### src/rtl/apc_pkg.sv
package apc_pkg;

  // Access kinds as presented on reqKind
  localparam logic [1:0] KIND_READ  = 2'd0;
  localparam logic [1:0] KIND_WRITE = 2'd1;
  localparam logic [1:0] KIND_FETCH = 2'd2;

  // Fault codes on resFault
  localparam logic [2:0] FLT_NONE    = 3'd0;
  localparam logic [2:0] FLT_ALIGN   = 3'd1;
  localparam logic [2:0] FLT_DOMAIN  = 3'd2;
  localparam logic [2:0] FLT_PERM    = 3'd3;
  localparam logic [2:0] FLT_PF_UNC  = 3'd4;

  // Memory type encoding
  localparam logic [1:0] MEM_NORMAL = 2'd0;

  // Domain access field values
  localparam logic [1:0] DOM_NOACC   = 2'd0;
  localparam logic [1:0] DOM_CLIENT  = 2'd1;
  localparam logic [1:0] DOM_RSVD    = 2'd2;
  localparam logic [1:0] DOM_MANAGER = 2'd3;

  // Strobes from control to datapath
  typedef struct packed {
    logic capture;
    logic isFetch;
    logic isWrite;
  } strobe_t;

  // Verdict produced by the fault chain
  typedef struct packed {
    logic [2:0] code;
    logic       instSide;
    logic       stage2;
  } verdict_t;

endpackage

### src/rtl/apc_ctrl.sv
module apc_ctrl
  import apc_pkg::*;
(
  input  logic       clk,
  input  logic       rstN,
  input  logic       reqValid,
  input  logic [1:0] reqKind,
  output strobe_t    strb,
  output logic       resValid
);

  // Access-kind decode; kind 3 behaves as a read
  always_comb begin
    strb.capture = reqValid;
    strb.isFetch = (reqKind == KIND_FETCH);
    strb.isWrite = (reqKind == KIND_WRITE);
  end

  always_ff @(posedge clk or negedge rstN) begin
    if (!rstN) resValid <= 1'b0;
    else       resValid <= reqValid;
  end

endmodule

### src/rtl/apc_datapath.sv
module apc_datapath
  import apc_pkg::*;
#(
  parameter int NUM_DOMAINS = 16,
  parameter int ADDR_LSB_W  = 6,
  parameter int SIZE_W      = 3,
  localparam int DOM_IDX_W  = $clog2(NUM_DOMAINS),
  localparam int DACR_W     = 2 * NUM_DOMAINS
) (
  input  logic                  clk,
  input  logic                  rstN,
  input  strobe_t               strb,
  input  logic                  reqPriv,
  input  logic                  reqSecure,
  input  logic                  reqPrefetch,
  input  logic                  reqCacheMaint,
  input  logic                  reqPtWalk,
  input  logic [ADDR_LSB_W-1:0] reqAddrLow,
  input  logic [SIZE_W-1:0]     reqSizeLog2,
  input  logic [DOM_IDX_W-1:0]  entDomain,
  input  logic [2:0]            entAp,
  input  logic [1:0]            entHap,
  input  logic                  entXn,
  input  logic                  entPxn,
  input  logic [1:0]            entMemType,
  input  logic                  entNonCache,
  input  logic                  entLongFmt,
  input  logic                  entNonSecure,
  input  logic [DACR_W-1:0]     cfgDomainAccess,
  input  logic                  cfgWxn,
  input  logic                  cfgUwxn,
  input  logic                  cfgAfe,
  input  logic                  cfgSif,
  input  logic [1:0]            cfgLegacyRs,
  input  logic                  cfgPtwCheck,
  input  logic                  cfgStage2,
  output logic                  resGrant,
  output logic [2:0]            resFault,
  output logic                  resInstSide,
  output logic                  resStage2
);

  // ---------------- alignment mask ----------------
  logic [ADDR_LSB_W-1:0] sizeMask;
  logic                  unaligned;

  for (genvar b = 0; b < ADDR_LSB_W; b++) begin : g_mask
    assign sizeMask[b] = (32'(reqSizeLog2) > b);
  end

  assign unaligned = |(reqAddrLow & sizeMask);

  // ---------------- domain field select ----------------
  logic [1:0] domFields [NUM_DOMAINS];
  logic [1:0] domSel;

  for (genvar d = 0; d < NUM_DOMAINS; d++) begin : g_dom
    assign domFields[d] = cfgDomainAccess[2*d +: 2];
  end

  assign domSel = domFields[entDomain];

  // ---------------- AP re-encoding ----------------
  logic [2:0] apRaw;
  logic [2:0] apEff;

  always_comb begin
    apRaw = entLongFmt ? {entAp[1:0], 1'b0} : entAp;
    apEff = (entLongFmt || cfgAfe) ? (apRaw | 3'b001) : apRaw;
  end

  // ---------------- AP abort and writability ----------------
  logic apAbort;
  logic writable;

  always_comb begin
    apAbort  = 1'b0;
    writable = 1'b1;
    if (!cfgStage2) begin
      unique case (apEff)
        3'd0: begin
          writable = 1'b0;
          unique case (cfgLegacyRs)
            2'd1:    apAbort = strb.isWrite || !reqPriv;
            2'd2:    apAbort = strb.isWrite;
            default: begin
              apAbort  = 1'b1;
              writable = 1'b1;
            end
          endcase
        end
        3'd1: apAbort = !reqPriv;
        3'd2: begin
          apAbort  = !reqPriv && strb.isWrite;
          writable = reqPriv;
        end
        3'd3: apAbort = 1'b0;
        3'd4: apAbort = 1'b1;
        3'd5: begin
          apAbort  = !reqPriv || strb.isWrite;
          writable = 1'b0;
        end
        default: begin
          apAbort  = strb.isWrite;
          writable = 1'b0;
        end
      endcase
    end
  end

  // ---------------- hypervisor permission and execute-never ----------------
  logic hapAbort;
  logic execNever;
  logic fetchFault;

  always_comb begin
    hapAbort   = strb.isWrite ? !entHap[1] : !entHap[0];
    execNever  = entXn
              || (writable && cfgWxn)
              || ((apEff == 3'd3) && cfgUwxn && reqPriv);
    fetchFault = strb.isFetch
              && (apAbort || execNever
                  || (entLongFmt && entPxn && reqPriv)
                  || (reqSecure && entNonSecure && cfgSif));
  end

  // ---------------- fault priority chain ----------------
  logic     memNormal;
  logic     ptwHit;
  logic     alignHit;
  logic     pfUncHit;
  verdict_t verdict;

  always_comb begin
    memNormal = (entMemType == MEM_NORMAL);
    ptwHit    = cfgStage2 && reqPtWalk && cfgPtwCheck && !memNormal;
    alignHit  = !strb.isFetch && !memNormal && unaligned;
    pfUncHit  = reqPrefetch && entNonCache;
  end

  always_comb begin
    verdict = '{code: FLT_NONE, instSide: 1'b0, stage2: 1'b0};
    if (reqCacheMaint) begin
      verdict.code = FLT_NONE;
    end else if (ptwHit) begin
      verdict = '{code: FLT_PERM, instSide: 1'b0, stage2: cfgStage2};
    end else if (alignHit) begin
      verdict = '{code: FLT_ALIGN, instSide: 1'b0, stage2: cfgStage2};
    end else if (pfUncHit) begin
      verdict = '{code: FLT_PF_UNC, instSide: 1'b1, stage2: cfgStage2};
    end else if (!entLongFmt && (domSel == DOM_NOACC || domSel == DOM_RSVD)) begin
      verdict = '{code: FLT_DOMAIN, instSide: strb.isFetch, stage2: cfgStage2};
    end else if (!entLongFmt && domSel == DOM_MANAGER) begin
      verdict.code = FLT_NONE;
    end else if (fetchFault) begin
      verdict = '{code: FLT_PERM, instSide: 1'b1, stage2: cfgStage2};
    end else if (apAbort || hapAbort) begin
      verdict = '{code: FLT_PERM, instSide: 1'b0, stage2: cfgStage2 || !apAbort};
    end
  end

  // ---------------- verdict register ----------------
  always_ff @(posedge clk or negedge rstN) begin
    if (!rstN) begin
      resGrant    <= 1'b0;
      resFault    <= FLT_NONE;
      resInstSide <= 1'b0;
      resStage2   <= 1'b0;
    end else if (strb.capture) begin
      resGrant    <= (verdict.code == FLT_NONE);
      resFault    <= verdict.code;
      resInstSide <= verdict.instSide;
      resStage2   <= verdict.stage2;
    end
  end

endmodule

### src/rtl/sdesc_perm_check.sv
module sdesc_perm_check
  import apc_pkg::*;
#(
  parameter int NUM_DOMAINS = 16,
  parameter int ADDR_LSB_W  = 6,
  parameter int SIZE_W      = 3,
  localparam int DOM_IDX_W  = $clog2(NUM_DOMAINS),
  localparam int DACR_W     = 2 * NUM_DOMAINS
) (
  input  logic                  clk,
  input  logic                  rstN,
  input  logic                  reqValid,
  input  logic [1:0]            reqKind,
  input  logic                  reqPriv,
  input  logic                  reqSecure,
  input  logic                  reqPrefetch,
  input  logic                  reqCacheMaint,
  input  logic                  reqPtWalk,
  input  logic [ADDR_LSB_W-1:0] reqAddrLow,
  input  logic [SIZE_W-1:0]     reqSizeLog2,
  input  logic [DOM_IDX_W-1:0]  entDomain,
  input  logic [2:0]            entAp,
  input  logic [1:0]            entHap,
  input  logic                  entXn,
  input  logic                  entPxn,
  input  logic [1:0]            entMemType,
  input  logic                  entNonCache,
  input  logic                  entLongFmt,
  input  logic                  entNonSecure,
  input  logic [DACR_W-1:0]     cfgDomainAccess,
  input  logic                  cfgWxn,
  input  logic                  cfgUwxn,
  input  logic                  cfgAfe,
  input  logic                  cfgSif,
  input  logic [1:0]            cfgLegacyRs,
  input  logic                  cfgPtwCheck,
  input  logic                  cfgStage2,
  output logic                  resValid,
  output logic                  resGrant,
  output logic [2:0]            resFault,
  output logic                  resInstSide,
  output logic                  resStage2
);

  strobe_t strb;

  apc_ctrl u_ctrl (
    .clk      (clk),
    .rstN     (rstN),
    .reqValid (reqValid),
    .reqKind  (reqKind),
    .strb     (strb),
    .resValid (resValid)
  );

  apc_datapath #(
    .NUM_DOMAINS (NUM_DOMAINS),
    .ADDR_LSB_W  (ADDR_LSB_W),
    .SIZE_W      (SIZE_W)
  ) u_dp (
    .clk             (clk),
    .rstN            (rstN),
    .strb            (strb),
    .reqPriv         (reqPriv),
    .reqSecure       (reqSecure),
    .reqPrefetch     (reqPrefetch),
    .reqCacheMaint   (reqCacheMaint),
    .reqPtWalk       (reqPtWalk),
    .reqAddrLow      (reqAddrLow),
    .reqSizeLog2     (reqSizeLog2),
    .entDomain       (entDomain),
    .entAp           (entAp),
    .entHap          (entHap),
    .entXn           (entXn),
    .entPxn          (entPxn),
    .entMemType      (entMemType),
    .entNonCache     (entNonCache),
    .entLongFmt      (entLongFmt),
    .entNonSecure    (entNonSecure),
    .cfgDomainAccess (cfgDomainAccess),
    .cfgWxn          (cfgWxn),
    .cfgUwxn         (cfgUwxn),
    .cfgAfe          (cfgAfe),
    .cfgSif          (cfgSif),
    .cfgLegacyRs     (cfgLegacyRs),
    .cfgPtwCheck     (cfgPtwCheck),
    .cfgStage2       (cfgStage2),
    .resGrant        (resGrant),
    .resFault        (resFault),
    .resInstSide     (resInstSide),
    .resStage2       (resStage2)
  );

endmodule

### config.mk
export PLATFORM = sky130hd
export DESIGN_NAME = sdesc_perm_check
export DESIGN_NICKNAME = d
export VERILOG_FILES = /design/src/rtl/apc_pkg.sv /design/src/rtl/apc_ctrl.sv /design/src/rtl/apc_datapath.sv /design/src/rtl/sdesc_perm_check.sv
export SDC_FILE = /design/constraint.sdc
export NUM_CORES = 1
export LEC_CHECK = 0
export CORE_AREA = 2 2 62 64
export CTS_CLUSTER_DIAMETER = 60
export DETAILED_ROUTE_END_ITERATION = 12
export DIE_AREA = 0 0 64 66
export HOLD_SLACK_MARGIN = 0.06
export PLACE_DENSITY = 0.83
export SYNTH_ARGS = -nofsm -noshare
export SYNTH_HDL_FRONTEND = slang
export SYNTH_SLANG_ARGS = --single-unit
### constraint.sdc
create_clock -name clk -period 0.8 [get_ports clk]
set_input_delay 0.12 -clock clk [delete_from_list [all_inputs] [get_ports clk]]
set_output_delay 0.12 -clock clk [all_outputs]
set_load 0.05 [all_outputs]
# Word-level counts from Yosys, hierarchy flattened
# Index checks and enable logic that the tools add are counted.
[word_totals] input_bits=75 n_memories=0 mem_bits_ro=0 regBits=7 elab_cells=88 output_inout_bits=7 latch_bits=0 mem_bits_rw=0
[op_classes] muxes=22 shifts=0 mul=0 n_bitwise=2 order_cmp=7 n_reduce_logical=41 n_eq_ne=11 add_sub_neg=0 div_mod_pow=0
[op_table] cell="5-bit 2-to-1 mux" count=4
[op_table] cell="1-bit logical AND" count=17
[op_table] cell="1-bit logical OR" count=10
[op_table] cell="3-bit 2-to-1 mux" count=3
[op_table] cell="2-bit binary-select mux with 4-bit select" count=1
[op_table] cell="2-bit == test, second input constant" count=4
[op_table] cell="2-bit 2-to-1 mux" count=4
[op_table] cell="4-bit 2-to-1 mux" count=2
[op_table] cell="1-bit zero test" count=7
[op_table] cell="6-bit AND" count=1
[op_table] cell="3-bit by 2-bit == test with 1-bit output, second input constant" count=2
[op_table] cell="3-bit == test, second input constant" count=2
[op_table] cell="3-bit by 1-bit greater-than comparator with 1-bit output, second input constant" count=2
[op_table] cell="3-bit by 2-bit greater-than comparator with 1-bit output, second input constant" count=2
[op_table] cell="3-bit greater-than comparator, second input constant" count=2
[op_table] cell="3-bit zero test" count=2
[op_table] cell="1-bit case mux with 6 select lines" count=1
[op_table] cell="6-bit OR reduction" count=1
[op_table] cell="5-bit >= comparator, second input constant" count=1
[op_table] cell="1-bit 2-to-1 mux" count=5
[op_table] cell="4-bit inverter with 5-bit output" count=1
[op_table] cell="2-bit by 1-bit == test with 1-bit output, second input constant" count=2
[op_table] cell="2-bit zero test" count=2
[op_table] cell="3-bit by 1-bit == test with 1-bit output, second input constant" count=1
[op_table] cell="4 further kinds" count=4

# Logic depth before layout (Yosys ltp)
[depth] ltp_word=21 mapped_depth=9 depth_no_buf=9

# By module
# Synthesis repeated with hierarchy kept, for this count alone.
[unflattened] cells_unflattened=123 hier_area_um2=1101.1
[modules_own_cells] module="apc_datapath" n_inst=1 area_per_inst_um2=1053.5 cells_per_inst=119 seq_area_each_um2=150.1
[modules_own_cells] module="apc_ctrl" n_inst=1 area_per_inst_um2=47.5 cells_per_inst=4 seq_area_each_um2=25.0

# Least setup slack after synthesis
# OpenSTA, ideal clock, no wires.
[synth_timing] path_type="in2reg" startpoint="input port entDomain[1]" endpoint="register u_dp.resGrant" slack_ps=-1062 n_path_buf=1 required_ps=662 path_stages=8 setup_time_ps=138 t_arrival_ps=1724 path_cell_list="buf_6 -> mux4_2 -> mux2_2 -> a2bb2oi_2 -> inv_2 -> a311o_1 -> a21oi_2 -> a2111oi_2"
[synth_between] elab_chain_cells=13 elab_cells_between_ends=17 cone_classes="eq/ne: 2; mux: 9; bitwise: 1; reduce/logical: 5"
[synth_rtl] item="from (decl)" line="sdesc_perm_check.sv:21" rtl="input logic [DOM_IDX_W-1:0] entDomain,"
[synth_rtl] item="4-bit inverter with 5-bit output (not written as such) (*)" line="apc_datapath.sv:61" rtl="assign domSel = domFields[entDomain];"
[synth_rtl] item="2-bit binary-select mux with 4-bit select (*)" line="apc_datapath.sv:61"
[synth_rtl] item="2-bit 2-to-1 mux (not written as such) (*) (2 in series)" line="apc_datapath.sv:61"
[synth_rtl] item="2-bit == test (tied with other cells)" line="apc_datapath.sv:153" rtl="end else if (!entLongFmt && domSel == DOM_MANAGER) begin"
[synth_rtl] item="1-bit logical AND / 1-bit logical OR (equally long branches)" line="apc_datapath.sv:153, apc_datapath.sv:151"
[synth_rtl] item="3-bit 2-to-1 mux / 1-bit logical AND (equally long branches)" line="apc_datapath.sv:153, apc_datapath.sv:151"
[synth_rtl] item="5-bit 2-to-1 mux (*)" line="apc_datapath.sv:151" rtl="end else if (!entLongFmt && (domSel == DOM_NOACC || domSel == DOM_RSVD)) begin"
[synth_rtl] item="5-bit 2-to-1 mux (*)" line="apc_datapath.sv:149" rtl="end else if (pfUncHit) begin"
[synth_rtl] item="5-bit 2-to-1 mux (*)" line="apc_datapath.sv:147" rtl="end else if (alignHit) begin"
[synth_rtl] item="5-bit 2-to-1 mux (*)" line="apc_datapath.sv:145" rtl="end else if (ptwHit) begin"
[synth_rtl] item="3-bit 2-to-1 mux (*)" line="apc_datapath.sv:143" rtl="if (reqCacheMaint) begin"
[synth_rtl] item="3-bit zero test (*)" line="apc_datapath.sv:170" rtl="resGrant <= (verdict.code == FLT_NONE);"
[synth_rtl] item="to (signal assigned)" line="apc_datapath.sv:170"
[synth_rtl] item="to (decl)" line="apc_datapath.sv:37" rtl="output logic resGrant,"
# Mark *: on every way between the ends. The rest lies on a longest branch, timed or not. The select of a mux whose other input is x is not followed.
# A chain may end at the register's enable or synchronous reset.

# Final worst setup path
[layout_timing] startpoint="input port entAp[1]" endpoint="register u_dp.resGrant"
[layout_between] elab_chain_cells=20 elab_cells_between_ends=31 cone_classes="eq/ne: 5; mux: 13; reduce/logical: 13"
[layout_rtl] item="from (decl)" line="sdesc_perm_check.sv:22" rtl="input logic [2:0] entAp,"
[layout_rtl] item="3-bit 2-to-1 mux (*)" line="apc_datapath.sv:68" rtl="apRaw = entLongFmt ? {entAp[1:0], 1'b0} : entAp;"
[layout_rtl] item="3-bit by 1-bit == test with 1-bit output (tied with other cells)" line="apc_datapath.sv:80" rtl="unique case (apEff)"
[layout_rtl] item="3-bit OR reduction (no source line)"
[layout_rtl] item="1-bit case mux with 3 select lines" line="apc_datapath.sv:80"
[layout_rtl] item="1-bit 2-to-1 mux" line="apc_datapath.sv:79" rtl="if (!cfgStage2) begin"
[layout_rtl] item="1-bit logical AND" line="apc_datapath.sv:119" rtl="|| (writable && cfgWxn)"
[layout_rtl] item="1-bit logical OR" line="apc_datapath.sv:119"
[layout_rtl] item="1-bit logical OR" line="apc_datapath.sv:120" rtl="|| ((apEff == 3'd3) && cfgUwxn && reqPriv);"
[layout_rtl] item="[4 not listed]"
[layout_rtl] item="4-bit 2-to-1 mux (*)" line="apc_datapath.sv:155" rtl="end else if (fetchFault) begin"
[layout_rtl] item="3-bit 2-to-1 mux (*)" line="apc_datapath.sv:153"
[layout_rtl] item="5-bit 2-to-1 mux (*)" line="apc_datapath.sv:151"
[layout_rtl] item="5-bit 2-to-1 mux (*)" line="apc_datapath.sv:149"
[layout_rtl] item="5-bit 2-to-1 mux (*)" line="apc_datapath.sv:147"
[layout_rtl] item="5-bit 2-to-1 mux (*)" line="apc_datapath.sv:145"
[layout_rtl] item="3-bit 2-to-1 mux (*)" line="apc_datapath.sv:143"
[layout_rtl] item="3-bit zero test (*)" line="apc_datapath.sv:170"
# Mark *: on every way between the ends. The rest lies on a longest branch, timed or not.

==> results by group <==
Critical path
  – Crit-path slowest cell: a311o_1
  – Crit path max fanout: 3
  – CP arrival: 1.87 ns
  – Crit path largest cell delay: 0.35 ns
  – Critical Path Start Type: primary input
  – Worst path cell trace: buf_6 > a211o_1 > buf_6 > a2111oi_4 > o21ai_1 > o211a_1 > a311o_1 > a21oi_2 > a2111oi_4
  – Crit Path Class: in -> reg
  – CP required: 0.93 ns
  – Critical path capture point type: register

Timing
  – Fin crit share: 218%
  – Post-route setup slack: -0.944 ns
  – Fmax: 573 MHz
  – Hold Vio Cnt, Final: 0
  – Crit path time final: 1.74 ns
  – RSZ-0062 raised after global routing: yes
  – Final hold slack: 0.117 ns
  – Slew headroom: 74.8%
  – Number of setup violations in the final report: 13
  – TNS Setup: -5.97 ns
  – Final Skew: 0 ns
  – Worst Max-Slew Pin Slew: 0.377 ns
  – Slew Viols, Final: 0

GRT
  – First-pass GRT wire length: 6670 um
  – Total Routing Usage GR: 20.1%
  – Overflow after GRT: 0
  – Antenna violations before repair: 0
  – Vias in the first global route: 1538
  – Largest net degree at the start of global routing: 8

Power
  – Leak: 1.07 nW
  – Worst vdd ir: 497 uV
  – Total Power: 2.26 mW
  – P per Cell Area: 921 mW/mm^2

Routing
  – Starting DRT DRC Count: 56
  – First-pass DRT Iterations: 4
  – Post-Route WL: 4320 um
  – DR WL/cell: 15.6 um
  – Drt drc: 0
  – Final antenna-violating net count: 0
  – Via count: 1462
  – Vias per inst: 5.28

Die
  – Die height: 66 um
  – Core area: 0.00355 mm^2
  – Top Ports: 82
  – Row cnt: 22
  – Die Span X: 64 um
  – DIE AREA: 0.00422 mm^2
  – Initial Util: 28.8%

Synth
  – Share of the synthesized area in the top cell type: 17.1%
  – Cell with the most instances after synthesis: nor2_1
  – Yosys cell types: 55
  – Synthesized Nets: 181
  – Synth Warn #: 0
  – Async SR Flop Fraction: 100%
  – Syn Std Cell Area: 0.00102 mm^2
  – Top cells by area, synth: dfrtp_1 (17%), mux4_1 (13%), mux4_2 (6.6%)
  – Yosys top cell by area: dfrtp_1
  – Register bit total from synthesis: 7
  – Avg Inst Size Synth: 9.83 um^2
  – Most frequent cells after synthesis: nor2_1 (9), dfrtp_1 (7), nand2_1 (7)
  – Post-synthesis sequential area ratio: 17.1%
  – Main synth FF type: dfrtp_1
  – Post-synth EDFFs: 0
  – Synth Instances: 104

Layout
  – Final core utilization: 69.2%
  – Share of cells above drive strength 1: 53.3%
  – Final net count: 307
  – Area growth syn-to-layout: 140%
  – Filler cells: 267
  – Ant. Diodes: 0

CTS
  – Clock transition at the registers of the reported paths: 0.05 ns
  – Inserted Clock Buffers: 3
  – Bufs on Longest Clock Path: 2
  – Clk sinks: 7
  – CTS root buffer: clkbuf_4
  – Htree depth: 1
  – Worst-skew pair later-pin latency: 0.26 ns
  – CTS tree: yes

Placement
  – GPL Wtd Cong: 0.850
  – Detailed Place HPWL: 3130 um
  – Port buffer count: 81

Outcome
  – Status: complete, but fails checks
  – Failing checks: setup timing

Hold path
  – Min-Delay Path Class: in -> async

Flow run
  – Max-cap violation count: 0
==> where the power goes <==
group / switching (mW) / internal [mW] / total (mW)
clock: 0.143 / 0.191 / 0.334
sequential: 0.0374 / 0.391 / 0.428
combinational: 0.629 / 0.872 / 1.50
total: 0.809 / 1.45 / 2.26
==> cell families (layout without fill, tap and decap cells) <==
family | Yosys count | in the layout | synth area share [%]
mux | 13 | 13 | 24.7
buf+inv | 10 | 135 | 5.38
flops | 7 | 7 | 17.1
fa+ha+maj | 2 | 2 | 2.45
compound gates | 38 | 38 | 32.3
simple gates | 34 | 34 | 18.0
==> critical path: cells and delay by family <==
kind	cells	cell delay [ns]
compound gates	7	1.51
buf+inv	2	0.24
==> layout by cell type, fill, tap and decap left out, drive strengths merged, types with 2 or more instances in the layout <==
master	Yosys	routed
a21boi	4	4
a211o	2	2
a21oi	6	6
buf	3	73
nor2	9	9
clkbuf	1	5
a221o	2	2
dfrtp	7	7
nor4	4	4
dlygate4sd2	0	18
nand2	7	7
nor3	2	2
ha	2	2
mux2	3	3
o41ai	2	2
clkdlybuf4s15	0	10
mux2i	2	2
mux4	8	8
clkdlybuf4s50	0	23
or2b	2	2
a2111oi	2	2
o21ai	4	4
inv	6	6
o2111ai	2	2
==> worst paths after layout <==
path,start,endpoint,slack [ns],cells past startpoint
worst max-delay path,entAp[1],u_dp.resGrant,-0.94,9
min in group clk,reqValid,u_ctrl.resValid,0.37,1
worst max register to register,u_dp.resGrant,u_dp.resGrant,-0.05,2
worst min register to register,u_dp.resFault[0],u_dp.resFault[0],0.55,1
worst min-delay path,rstN,u_ctrl.resValid,0.12,1
max in group asynchronous,rstN,u_dp.resFault[0],0.44,1
==> per-stage QoR <==
step | setup WS [ns] | std cells | cell area (um^2)
2_1_floorplan | -1.01 | 104 | 1060
3_3_place_gp | -1.65 | 265 | 2220
3_5_place_dp | -1.74 | 265 | 2220
4_1_cts | -0.913 | 276 | 2360
5_1_grt | -1.01 | 277 | 2460
6_report | -0.944 | 277 | 2460
==> cell type report <==
cell class	instances	area [um^2]	area share, %
tap	48	60.1	2.45
timing repair buffer	125	1170	47.8
clock buffer	4	26.3	1.07
sequential	7	175	7.13
inverter	6	25.0	1.02
multi-input combinational	87	995	40.5
==> metal layers <==
metal | track usage [%] | vias to the layer above | wire, um
li1 | - | 672 | -
met1 | 22.1 | 683 | 1660
met5 | 0 | - | 0
met2 | 38.2 | 95 | 2230
met4 | 7.34 | 0 | 94
met3 | 3.92 | 12 | 333
==> repair_timing <==
action / in CTS / in global routing
resized for setup: 169 / 18
setup endpoints to repair: 13 / 13
pin swaps: 28 / 13
hold buffers: 0 / 0
buffers inserted: 7 / 1
==> state kept, by name, indices dropped and copies added (netlist names) <==
register and count:
u_dp.resFault 3, u_ctrl.resValid 1, u_dp.resGrant 1, u_dp.resInstSide 1
u_dp.resStage2 1
(Power assumes the default switching activity.)
